==> config.mk <==
export PLATFORM = sky130hd
export DESIGN_NAME = nco_counter
export DESIGN_NICKNAME = d
export VERILOG_FILES = /design/src/rtl/nco_pkg.sv /design/src/rtl/nco_cfg_regs.sv /design/src/rtl/nco_phase_acc.sv /design/src/rtl/nco_pin_drv.sv /design/src/rtl/nco_counter.sv
export SDC_FILE = /design/constraint.sdc
export NUM_CORES = 1
export LEC_CHECK = 0
export ABC_AREA = 1
export BUFFER_PORTS_ARGS = -buffer_cell sky130_fd_sc_hd__buf_2
export CAP_MARGIN = 20
export CORE_ASPECT_RATIO = 1.2
export CORE_MARGIN = 3
export CORE_UTILIZATION = 61
export CTS_BUF_LIST = sky130_fd_sc_hd__clkbuf_2 sky130_fd_sc_hd__clkbuf_4 sky130_fd_sc_hd__clkbuf_8
export DETAILED_ROUTE_END_ITERATION = 12
export PLACE_DENSITY = 0.94
export REMOVE_ABC_BUFFERS = 1
export SKIP_LAST_GASP = 1
export SYNTH_ARGS = -nofsm -noshare
export SYNTH_HDL_FRONTEND = slang
export SYNTH_SLANG_ARGS = --single-unit
==> constraint.sdc <==
create_clock -name clk -period 2.2 [get_ports clk]
set_input_delay 0.11 -clock clk [delete_from_list [all_inputs] [get_ports clk]]
set_output_delay 0.11 -clock clk [all_outputs]
set_load 0.02 [all_outputs]
==> src/rtl/nco_pkg.sv <==
package nco_pkg;
  typedef enum logic [1:0] {
    MODE_OFF  = 2'd0,
    MODE_SQR  = 2'd1,
    MODE_PULS = 2'd2,
    MODE_IDLE = 2'd3
  } nco_mode_e;

  localparam int unsigned ADDR_W = 2;
  localparam logic [ADDR_W-1:0] A_MODE  = 2'd0;
  localparam logic [ADDR_W-1:0] A_STEP  = 2'd1;
  localparam logic [ADDR_W-1:0] A_PHASE = 2'd2;

  function automatic logic mode_runs(input logic [1:0] m);
    return (m == MODE_SQR) || (m == MODE_PULS);
  endfunction
endpackage

==> src/rtl/nco_cfg_regs.sv <==
module nco_cfg_regs #(
  parameter int unsigned W = 32
) (
  input  logic         clk,
  input  logic         rst_n,
  input  logic         wr_mode,
  input  logic         wr_step,
  input  logic [W-1:0] wdata,
  output logic [1:0]   mode_q,
  output logic [W-1:0] step_q
);
  logic [1:0]   mode_d;
  logic [W-1:0] step_d;

  always_comb begin
    mode_d = mode_q;
    step_d = step_q;
    if (wr_mode) mode_d = wdata[1:0];
    if (wr_step) step_d = wdata;
  end

  always_ff @(posedge clk or negedge rst_n) begin
    if (!rst_n) begin
      mode_q <= '0;
      step_q <= '0;
    end else begin
      mode_q <= mode_d;
      step_q <= step_d;
    end
  end
endmodule

==> src/rtl/nco_phase_acc.sv <==
module nco_phase_acc #(
  parameter int unsigned W = 32
) (
  input  logic         clk,
  input  logic         rst_n,
  input  logic         run,
  input  logic         load,
  input  logic [W-1:0] load_val,
  input  logic [W-1:0] step,
  output logic [W-1:0] phase_q,
  output logic         carry_q
);
  logic [W:0]   sum;
  logic [W-1:0] phase_d;
  logic         carry_d;
  logic         en;

  assign sum = {1'b0, phase_q} + {1'b0, step};
  assign en  = load | run;

  always_comb begin
    phase_d = phase_q;
    carry_d = 1'b0;
    if (load) begin
      phase_d = load_val;
    end else if (run) begin
      phase_d = sum[W-1:0];
      carry_d = sum[W];
    end
  end

  always_ff @(posedge clk or negedge rst_n) begin
    if (!rst_n) begin
      phase_q <= '0;
    end else if (en) begin
      phase_q <= phase_d;
    end
  end

  always_ff @(posedge clk or negedge rst_n) begin
    if (!rst_n) carry_q <= 1'b0;
    else        carry_q <= carry_d;
  end
endmodule

==> src/rtl/nco_pin_drv.sv <==
module nco_pin_drv (
  input  logic       clk,
  input  logic       rst_n,
  input  logic [1:0] mode,
  input  logic       msb,
  input  logic       carry,
  output logic       pin_q
);
  import nco_pkg::*;
  logic pin_d;

  always_comb begin
    unique case (mode)
      MODE_SQR:  pin_d = msb;
      MODE_PULS: pin_d = carry;
      default:   pin_d = 1'b0;
    endcase
  end

  always_ff @(posedge clk or negedge rst_n) begin
    if (!rst_n) pin_q <= 1'b0;
    else        pin_q <= pin_d;
  end
endmodule

==> src/rtl/nco_counter.sv <==
module nco_counter #(
  parameter int unsigned W = 32
) (
  input  logic         clk,
  input  logic         rst_n,
  input  logic         bus_wr,
  input  logic [1:0]   bus_addr,
  input  logic [W-1:0] bus_wdata,
  output logic [W-1:0] bus_rdata,
  output logic         pin_out
);
  import nco_pkg::*;

  logic [1:0]   mode_q;
  logic [W-1:0] step_q;
  logic [W-1:0] phase_q;
  logic         carry_q;
  logic         wr_mode, wr_step, wr_phase;

  assign wr_mode  = bus_wr && (bus_addr == A_MODE);
  assign wr_step  = bus_wr && (bus_addr == A_STEP);
  assign wr_phase = bus_wr && (bus_addr == A_PHASE);

  nco_cfg_regs #(.W(W)) u_cfg (
    .clk    (clk),
    .rst_n  (rst_n),
    .wr_mode(wr_mode),
    .wr_step(wr_step),
    .wdata  (bus_wdata),
    .mode_q (mode_q),
    .step_q (step_q)
  );

  nco_phase_acc #(.W(W)) u_acc (
    .clk     (clk),
    .rst_n   (rst_n),
    .run     (mode_runs(mode_q)),
    .load    (wr_phase),
    .load_val(bus_wdata),
    .step    (step_q),
    .phase_q (phase_q),
    .carry_q (carry_q)
  );

  nco_pin_drv u_pin (
    .clk  (clk),
    .rst_n(rst_n),
    .mode (mode_q),
    .msb  (phase_q[W-1]),
    .carry(carry_q),
    .pin_q(pin_out)
  );

  always_comb begin
    unique case (bus_addr)
      A_MODE:  bus_rdata = {{(W-2){1'b0}}, mode_q};
      A_STEP:  bus_rdata = step_q;
      A_PHASE: bus_rdata = phase_q;
      default: bus_rdata = '0;
    endcase
  end
endmodule

* Word-level counts from Yosys, hierarchy flattened
Cells that the tools add are included.
Operators by class: $add $sub $neg 1, multiply operators 0, divide/modulo/power cells 0, $lt $le $gt $ge 0, equal/unequal tests 4, shifts and indexed selects 0, multiplexer cells 6, bitwise logic cells 1, reduce and logical (&&, ||, !) cells 7
Operators by type and width (count):
- case mux 32 bit (3 select lines) | 1
- 2-to-1 mux 32 bit | 2
- adder 32 x 32 -> 33 bit | 1
- equality test 2 x 1 -> 1 bit (second input constant) | 2
- equality test 2 bit (second input constant) | 2
- logical AND 1 bit | 3
- zero test 2 bit | 1
- 2-to-1 mux 1 bit | 2
- case mux 1 bit (2 select lines) | 1
- AND reduction 2 bit | 1
- nonzero test 2 bit | 1
- logical OR 1 bit | 1
- bitwise OR 1 bit | 1
Storage, ports and cells: register bits 68, latch bits 0, memory bits (writable) 0, bits in read-only memories 0, input port bits 37, output and inout port bits 33, memories 0

* Depth between registers and ports, before layout
Gate-level depths: netlist (run 1).
depth in word-level cells 4, depth in mapped cells 12, depth with buffers taken out 12

* Modules after synthesis
From an unflattened synthesis (run 1), not the netlist that was laid out.
Second synthesis, totals: cells, all modules 907, area, all modules 5793.1 um^2
By module, submodules not included:
- nco_phase_acc | times used 1, cells each 640, area an instance 3836.2 um^2
- nco_cfg_regs | times used 1, cells each 145, area an instance 1368.8 um^2
- nco_counter | times used 1, cells each 114, area an instance 514.2 um^2
- nco_pin_drv | times used 1, cells each 8, area an instance 73.8 um^2

* Worst setup path before layout (run 1)
No wires, ideal clock.
kind flip-flop to flip-flop, start point register u_cfg.step_q[0], end point register u_acc.carry_q, library setup time 0.121 ns, arrival time 1.760 ns, data required time 2.079 ns, path slack 0.319 ns, stages on the path, launching flop included 11, buffers on the path 0, clock period less this slack 1.881 ns, cell sequence dfrtp_1 > ha_1 > fa_1 > nand3_1 > nand3_1 > nand2_1 > nand3_1 > nand2_1 > nand3_1 > a21oi_1 > nor2_1
On the way: longest elaborated chain between the ends 3
RTL lines:
- from (decl) | line nco_cfg_regs.sv:10 | output logic [W-1:0] step_q
- from (signal assigned) | line nco_cfg_regs.sv:28 | step_q <= step_d;
- adder 32 x 32 -> 33 bit | line nco_phase_acc.sv:18 | assign sum = {1'b0, phase_q} + {1'b0, step};
- 2-to-1 mux 1 bit | line nco_phase_acc.sv:26 | end else if (run) begin
- 2-to-1 mux 1 bit | line nco_phase_acc.sv:24 | if (load) begin
- via u_acc.carry_d | line nco_phase_acc.sv:15 | logic carry_d;
- to (signal assigned) | line nco_phase_acc.sv:42 | else carry_q <= carry_d;
- to (decl) | line nco_phase_acc.sv:11 | output logic carry_q
The timed path passes the listed nets, and every way through them passes these cells. A chain may end at the register's enable or synchronous reset.

* Final worst setup path (run 1)
start point register u_cfg.step_q[8], end point register u_acc.phase_q[18]
On the way: longest elaborated chain between the ends 3
RTL lines:
- adder 32 x 32 -> 33 bit | line nco_phase_acc.sv:18
- 2-to-1 mux 32 bit | line nco_phase_acc.sv:26
- 2-to-1 mux 32 bit | line nco_phase_acc.sv:24
- to (signal assigned) | line nco_phase_acc.sv:36 | phase_q <= phase_d;
- to (decl) | line nco_phase_acc.sv:10 | output logic [W-1:0] phase_q,
Every way passes these cells. The select of a mux whose other input is x is not followed.

==> impl_summary.md, run 1 <==
Detailed routing
The DRC violation total after the first TritonRoute iteration is 365. Summing over every cut layer, the via total after detailed routing is 5785. For this run, the detailed router's first-pass iteration total came to 5.

The remaining number of nets flagged by the antenna check after routing is 0. The detailed-route wire length per cell is 14.44 um. The remaining design rule violation count is 0. Dividing the detail-routed via count by the number of cells gives 5.401.

The total wire length after detailed routing is 15470 um.

Power
The switching share of total power is around half. In this run, the combinational gates consume 60.7% of the power. Summed over all nets, the switching power comes to just under 0.004 W.

The cell-internal power is around 0.0038 W. The power share of the sequential group is about 26%. In this run, the clock network consumes 13.7% of the power. After layout, the design draws a total of 0.007748 W. The power density normalized to cell area is 1228 nW/um^2.

The leakage power is 3.721 nW. The peak supply drop is 611.4 uV.

Timing
Setup violations remaining at the end of the flow were counted as 0. The final clock skew is 0.01587 ns. Setup repair after global routing left no endpoint under its margin. After layout, the minimum clock period comes to 2.023 ns. The transition time at the pin with the least slew margin is 0.6032 ns.

The worst-case setup margin in the final layout is 0.1765 ns. The count of endpoints failing hold in the final timing report is 0. The share of the clock period used by the worst path is 91.98%. Measured against its own limit, the worst slew margin works out to 59.64%. The minimum hold slack is 0.0005211 ns. For this run, the top clock speed supported by timing is ~490 MHz.

The max-slew violation count came to 0.

Worst setup path
The capturing element type of the critical path is a register. STA puts the critical path data required time at 2.44 ns. The biggest fanout along the worst timing path is 5. Traced cell by cell, the critical path runs through ha_1, nand2_1, inv_2, nand2_1, nand2_1, clkinv_1, nand3_1, nand2_1, nand2_1, nand2_1, nand3_1, nand3_1. The type of origin of the critical path is a register.

The worst setup path is of the reg -> reg kind. On the worst path, the slowest cell contributes a delay of around 0.40 ns. The worst register-to-register path ends at u_acc.phase_q[18]$_DFFE_PN0P_.

The start of the worst register-to-register path is u_cfg.step_q[8]$_DFFE_PN0P_. In this design, the critical path's most frequently occurring cell is sky130_fd_sc_hd__nand2_1. The cell type of the slowest stage on the worst timing path is sky130_fd_sc_hd__dfrtp_1. The worst register-to-register path has a depth of 12. The data arrival time of the critical path is between 2 and 2.5 ns. The setup check on the worst reg-to-reg path leaves a slack of between 0.15 and 0.2 ns.

Clock network
The number of clock sinks seen by CTS is 68. The longest clock path from root to sink contains 2 buffers. The clock reaches the later pin of the worst-skew pair after 0.36 ns. The cell sitting at the root of the clock tree is a sky130_fd_sc_hd__clkbuf_8. The TritonCTS clock tree is done. The clock edge transition at the registers on the reported setup and hold paths is 0.08 ns.

The number of CTS-inserted buffers is 9. In this run the number of H-tree levels came out at 3.

Synth
For this run, asynchronously set or reset flops after synthesis account for 100.0%. The synthesized netlist occupies a cell area of between 5000 and 6000 um^2. The average instance in the mapped netlist occupies 6.358 um^2. The complex-gate fraction of the synthesized area is 12.96%.

After Yosys synthesis, and, or, nand and nor cells account for 31.83% of the synthesized area. After synthesis, the share of cell area in mux cells is 1.623%. The parity-gate share of the synthesized area counting xor and xnor cells is 1.420%. The netlist uses 34 different library cells. The number of storage elements in the synthesis netlist is 68. The proportion of synthesized chip area in sequential cells is 30.66%. The synthesized instance count is 873. Of the total synthesized cell area, the portion taken by full adders, half adders and majority gates is 8.025%. Counting flops with a built-in enable in the synthesized netlist gives 0.

The main flop type after synthesis is sky130_fd_sc_hd__dfrtp_1. The Yosys warning count is 0. After synthesis, the largest family of logic cells by area is simple AND/OR/NAND/NOR gates.

Run status
The flow ran to the end, and the final reports show no timing, DRC or antenna violations.

Floorplan
The total I/O pin count is 70. The floorplan has 37 rows. The die covers roughly 10000 um^2. In this run the horizontal extent of the chip is 93.08 um.

In this run the vertical extent of the chip is around 110 um. The starting density of the core is 63.77%. The total area inside the core boundary comes to ~8700 um^2.

Global route
The all-layer global routing usage is between 30% and 40%. The global-route wire length before repair is 25280 um. The number of global-route vias before repair is 5637. The number of antenna violations at the first check in global routing is 0. Entering global routing, the biggest net connects 69 pins. The total overflow left after global routing is 0.

Worst hold path
The path class of the tightest hold or removal check is in -> reg. Counting instances, the worst hold path has a depth of 3. The startpoint identified for the worst hold timing path is bus_wdata[31]. For hold timing, the worst endpoint is u_cfg.step_q[31]$_DFFE_PN0P_.

Cells and area
In the final layout, the share of cells above drive strength 1 is between 10% and 20%. The net count of the finished layout is around 1000. The number of diodes added for antenna fixing is 0.

The area growth from synthesis to layout is 13.66%. The final-layout fill cell count is ~770. Measured on the finished design, the core utilization comes to between 70% and 80%.

Flow run
The max-capacitance violation count is 0.

Place
Prior to clock tree synthesis, the placed netlist has a worst setup slack of 0.1053 ns. The placed wire-length estimate after detailed placement is 11640 um. The number of port buffers is between 60 and 70. The congestion estimate from routability-driven global placement came to 0.9932.
## how the worst max path moves through the flow
stage / depth (start not counted) / start / endpoint / slack (ns)
2_1_floorplan: 4 / bus_addr[0] / u_cfg.step_q[11]$_DFFE_PN0P_ / -0.28
3_3_place_gp: 10 / u_cfg.step_q[0]$_DFFE_PN0P_ / u_acc.phase_q[28]$_DFFE_PN0P_ / 0.18
3_5_place_dp: 10 / u_cfg.step_q[0]$_DFFE_PN0P_ / u_acc.phase_q[20]$_DFFE_PN0P_ / 0.11
4_1_cts: 10 / u_cfg.step_q[0]$_DFFE_PN0P_ / u_acc.phase_q[20]$_DFFE_PN0P_ / 0.1
5_1_grt: 11 / u_cfg.step_q[13]$_DFFE_PN0P_ / u_acc.phase_q[23]$_DFFE_PN0P_ / 0.006
6_report: 12 / u_cfg.step_q[8]$_DFFE_PN0P_ / u_acc.phase_q[18]$_DFFE_PN0P_ / 0.18
## layout make-up
| cell class | count | area, um^2 | area share, % |
|---|---|---|---|
| multi-input combinational | 610 | 3110 | 49.31 |
| sequential | 68 | 1702 | 26.97 |
| inverter | 177 | 666.9 | 10.57 |
| timing repair buffer | 83 | 493.0 | 7.814 |
| tap | 117 | 146.4 | 2.321 |
| clock buffer | 9 | 123.9 | 1.964 |
| clock inverter | 7 | 66.31 | 1.051 |
## cells in the mapped netlist, types with 10 or more instances
| cell type | count | area share (%) |
|---|---|---|
| sky130_fd_sc_hd__a21oi_1 | 25 | 2.3 |
| sky130_fd_sc_hd__o21ai_0 | 22 | 2.0 |
| sky130_fd_sc_hd__nand2_1 | 322 | 22 |
| sky130_fd_sc_hd__a22o_1 | 10 | 1.6 |
| sky130_fd_sc_hd__o22ai_1 | 16 | 1.8 |
| sky130_fd_sc_hd__inv_2 | 12 | 0.81 |
| sky130_fd_sc_hd__nor2_1 | 49 | 3.3 |
| sky130_fd_sc_hd__ha_1 | 34 | 7.7 |
| sky130_fd_sc_hd__nand3_1 | 50 | 4.5 |
| sky130_fd_sc_hd__dfrtp_1 | 68 | 31 |
| sky130_fd_sc_hd__inv_1 | 163 | 11 |
| sky130_fd_sc_hd__o21ai_1 | 24 | 2.2 |
## per-layer routing
metal	track usage, %	vias up	part of all wire, %	routed length (um)
li1	-	2882	-	-
met1	34.48	2650	39	6099
met2	54.20	196	51	7893
met3	4.564	57	5.3	816
met4	14.96	0	4.3	660
met5	0	-	0	0
## cell families after synthesis
| family | count (synthesis) |
|---|---|
| and+or+nand+nor | 439 |
| buffers and inverters | 195 |
| AOI/OAI and AO/OA | 119 |
| DFF | 68 |
| adders and majority gates | 35 |
| xor gates and xnor gates | 9 |
| muxes | 8 |
## critical path, delay by kind of cell (launching register included)
kind,cells,cell delay (ns)
buf+inv,2,0.14
flops,1,0.40
simple gates,9,0.97
fa+ha+maj,1,0.40
## power groups by stage
stage	Combinational [W]	Clock [W]	Sequential [W]
2_1_floorplan	0.00343	0	0.00190
3_3_place_gp	0.00449	0	0.00197
3_5_place_dp	0.00457	0	0.00199
4_1_cts	0.00462	0.00106	0.00197
5_1_grt	0.00525	0.00112	0.00203
6_report	0.00470	0.00106	0.00199
## stage by stage
stage	cell area, um^2	setup TNS, ns	instances
finish	6309	0	1071
floorplan	5469	-2.699	855
detailed placement	6041	0	1048
global placement	6041	0	1048
CTS	6301	0	1071
global route	6309	0	1071
## what timing repair did
action                                  4_1_cts  5_1_grt
buffers inserted                              0        0
endpoints found under the hold margin        78        0
resized for setup                             0        2
endpoints found under the setup margin        0        3
hold buffers                                  7        0
## flip-flops by register name (all words and copies together) (netlist names)
signal and count:
u_pin.pin_q 1, u_cfg.step_q 32, u_acc.phase_q 32, u_acc.carry_q 1, u_cfg.mode_q 2
## cells in the final DEF (no fill, tap or decap), drive strengths merged
cell and count:
dfrtp 68, nor3 4, clkinv 5, a22o 10, o211ai 4, a32o 1
clkbuf 9, clkinvlp 1, fa 1, a21oi 25, bufinv 1, buf 76
dlygate4sd3 7, o21ai 46, ha 34, nand4 3, o22ai 16, nor2 51
nand3 51, nand3b 2, nand2 327, xnor2 9, mux2 8, and2 1
o21bai 9, inv 177, a21o 1, o221ai 7
Power figures use the tool's default switching activity.
==> inputs of run 2 (changes only) <==
- PLACE_DENSITY: 0.94 -> 0.83
==> run 2 against run 1 <==
First-iteration DRC count fell by 24%. Design area rose by 1.8%. Via count rose by 1.2%. Clock power rose by 24%. Critical path type unchanged. Largest power group unchanged.
==> impl_summary.md, run 2 (synthesis gave the netlist of run 1 again) <==
Timing
Unrepaired setup endpoints after global routing: false (unchanged). The maximum clock rate is 480.8 MHz (was 494.2 MHz). The count of endpoints failing hold in the final timing report came to 0 (unchanged). The transition time at the pin with the least slew margin was 0.7116 ns (was 0.6032 ns). The worst slew margin relative to its limit is 52.56% (was 59.64%). The max-slew violation count is 0 (unchanged). The final number of setup-violating endpoints is 0 (unchanged). The final clock skew came to 0.009488 ns (was 0.01587 ns). The minimum hold slack was 0.01522 ns (was 0.0005211 ns). The clock period minus worst slack is 2.080 ns (was 2.023 ns). The share of the clock period used by the worst path is 94.53% (was 91.98%).

Floorplan
The vertical extent of the die is 110.5 um (unchanged). The area of the placeable core is 8703 um^2 (unchanged). The total I/O pin count was 70 (unchanged). The starting density of the core is 63.77% (unchanged). The total die area is 10280 um^2 (unchanged). The total number of placement rows came to 37 (unchanged). The floorplan die width is 93.08 um (unchanged).

Power
The power density normalized to cell area is 1259 nW/um^2 (was 1228 nW/um^2). The overall power is 0.008091 W (was 0.007748 W). The leakage power is 3.772 nW (was 3.721 nW). The peak supply drop is 592.6 uV (was 611.4 uV).

Place
The placed wire-length estimate after detailed placement was 12650 um (was 11640 um). The final weighted congestion of routability-driven global placement is 1.004 (was 0.9932). The number of port buffers is 69 (unchanged).

Clock network
The number of levels in the clock H-tree is 3 (unchanged). The number of clock sinks seen by CTS is 68 (unchanged). The worst-skew pair later-pin latency is 0.36 ns (about the same).

The TritonCTS clock tree is done (unchanged). The deepest clock path buffer count is 2 (unchanged). The number of CTS-inserted buffers is 9 (unchanged).

The buffers inserted during post-CTS setup optimization is 0 (unchanged). The cell at the root of the clock tree is sky130_fd_sc_hd__clkbuf_8 (unchanged). The clock edge transition at the registers on the reported setup and hold paths is 0.08 ns (about the same).

Detailed routing
The number of iterations in the first detailed-routing pass was 7 (was 5). The average vias per placed instance came to 5.433 (was 5.401). The remaining number of nets flagged by the antenna check after routing is 0 (unchanged).

The DRC violation total after the first TritonRoute iteration is 277 (was 365). The detailed-route via count is 5857 (was 5785). The remaining design rule violation count is 0 (unchanged). The total wire length after detailed routing is 16540 um (was 15470 um).

The detailed-route wire length per cell is 15.34 um (was 14.44 um).

Cells and area
The net count of the finished layout is 1028 (was 1021). The footprint of the flip-flops and latches is 1702 um^2 (unchanged). Commonest non-fill, non-tap cells in the layout: sky130_fd_sc_hd__nand2_1, sky130_fd_sc_hd__inv_1, sky130_fd_sc_hd__buf_2, sky130_fd_sc_hd__dfrtp_1, sky130_fd_sc_hd__nor2_1 (was sky130_fd_sc_hd__nand2_1, sky130_fd_sc_hd__inv_1, sky130_fd_sc_hd__buf_2, sky130_fd_sc_hd__dfrtp_1). The commonest non-fill, non-tap cell in the layout was sky130_fd_sc_hd__nand2_1 (unchanged). The final-layout fill cell count was 776 (was 771). The area of combinational cells with multiple inputs is 3118 um^2 (was 3110 um^2).

The share of cells above drive strength 1 is 12.59% (was 12.16%). The area growth from synthesis to layout was 15.76% (was 13.66%). The number of diodes added for antenna fixing is 0 (unchanged). Leading registers by flop count: u_acc.phase_q x32, u_cfg.step_q x32, u_cfg.mode_q x2 (unchanged).

Worst setup path
The biggest fanout along the worst timing path is 5 (unchanged). The cell repeated most along the worst path is sky130_fd_sc_hd__nand2_1 (unchanged). The data arrival time of the critical path is 2.33 ns (was 2.26 ns). The data required time of the worst path is 2.45 ns (was 2.44 ns). The logic depth of the worst register-to-register path was 10 (was 12). The cell type of the slowest stage on the worst timing path is sky130_fd_sc_hd__dfrtp_1 (unchanged).

The kind of critical path was reg -> reg (unchanged). The capturing element type of the critical path is a register (unchanged). The register-to-register path setup slack came to 0.12 ns (was 0.18 ns). The destination of the worst register-to-register timing path was u_acc.phase_q[27]$_DFFE_PN0P_ (was u_acc.phase_q[18]$_DFFE_PN0P_). The type of origin of the critical path is a register (unchanged). The start of the worst register-to-register path is u_acc.phase_q[25]$_DFFE_PN0P_ (was u_cfg.step_q[8]$_DFFE_PN0P_). The delay of the slowest critical-path stage was 0.42 ns (was 0.40 ns).

Critical path cell sequence: ha_1, nand2_1, nor2_1, inv_2, nor3_1, nand2_1, nand2_1, nand2_1, nand3_1, nand2_1 (was ha_1, nand2_1, inv_2, nand2_1, nand2_1, clkinv_1, nand3_1, nand2_1, nand2_1, nand2_1, nand3_1, nand3_1).

Worst hold path
The classification of the worst-slack hold path was in -> reg (unchanged). The endpoint of the worst hold path is u_cfg.step_q[21]$_DFFE_PN0P_ (was u_cfg.step_q[31]$_DFFE_PN0P_). The worst hold path startpoint is bus_wdata[21] (was bus_wdata[31]). The depth of the worst hold-timing path came to 3 (unchanged).

Global route
The number of global-route vias before repair is 5942 (was 5637). The largest net degree at the start of global routing is 42 (was 69). The all-layer global routing usage is 33.77% (was 30.31%). The number of antenna violations at the first check in global routing is 0 (unchanged). The global-route wire length before repair came to 27830 um (was 25280 um).

The global route total overflow is 0 (unchanged).

Flow run
The max-capacitance violation count is 0 (unchanged).

Run status
Status: completed (unchanged).
## run 2: changes by cell type in the layout (fill, tap and decap cells not counted), sizes merged
cell	change
inv	-1
buf	+3
dlygate4sd3	+4
clkbuf	+1
clkinv	-2
bufinv	+2
## run 2: stage by stage
step                utilization (%)  instance area, um^2  instances  TNS [ns]  setup WS (ns)
global placement              69.52                 6051       1051         0        0.09135
detailed placement            69.52                 6051       1051         0        0.01051
global route                  73.82                 6425       1078         0      0.0008937
finish                        73.82                 6425       1078         0         0.1203
floorplan                         -                 5469        855    -2.699        -0.2799
CTS                           73.71                 6415       1078         0        0.01922
## run 2: routing by layer
| layer | share of wire [%] | GRT usage [%] | wire [um] | up-vias |
|---|---|---|---|---|
| met5 | 0 | 0 | 0 | - |
| met4 | 4.8 | 16.23 | 789 | 0 |
| li1 | - | - | - | 2897 |
| met3 | 5.1 | 4.428 | 849 | 54 |
| met2 | 52 | 61.65 | 8603 | 220 |
| met1 | 38 | 37.90 | 6294 | 2686 |
## run 2: worst max path at each step
stage	to	cells after the start	start	slack [ns]
2_1_floorplan	u_cfg.step_q[11]$_DFFE_PN0P_	4	bus_addr[0]	-0.28
4_1_cts	u_acc.phase_q[20]$_DFFE_PN0P_	10	u_cfg.step_q[0]$_DFFE_PN0P_	0.02
5_1_grt	u_acc.phase_q[26]$_DFFE_PN0P_	13	u_cfg.step_q[5]$_DFFE_PN0P_	0.0009
3_5_place_dp	u_acc.carry_q$_DFF_PN0_	10	u_cfg.step_q[0]$_DFFE_PN0P_	0.01
6_report	u_acc.phase_q[27]$_DFFE_PN0P_	10	u_acc.phase_q[25]$_DFFE_PN0P_	0.12
3_3_place_gp	u_acc.carry_q$_DFF_PN0_	10	u_cfg.step_q[0]$_DFFE_PN0P_	0.09
## run 2: layout make-up
type | count | share of cell area [%]
flip-flops and latches | 68 | 26.48
clock buffers | 10 | 2.142
inverters | 177 | 10.38
multi-input cells | 610 | 48.53
well taps | 117 | 2.278
clock inverters | 6 | 1.733
repair buffers | 90 | 8.452
## run 2: worst max-delay path: cells and delay by family (launching register included)
family / cells / cell delay, ns
AND/OR/NAND/NOR: 8 / 1.07
flip-flops: 1 / 0.42
adder cells (fa/ha/maj): 1 / 0.42
buffers and inverters: 1 / 0.07
## run 2: power by group
group	leakage, nW	internal (W)	switching [W]
registers	0.838	0.00166	0.000333
clock network	0.122	0.000784	0.000525
logic	2.81	0.00168	0.00311
total	3.77	0.00412	0.00397
## run 2: what timing repair did
| action | in CTS | in global routing |
|---|---|---|
| gates cloned | 0 | 0 |
| endpoints found under the setup margin | 1 | 7 |
| endpoints found under the hold margin | 41 | 0 |
| hold buffers | 11 | 0 |
| resized for setup | 1 | 3 |
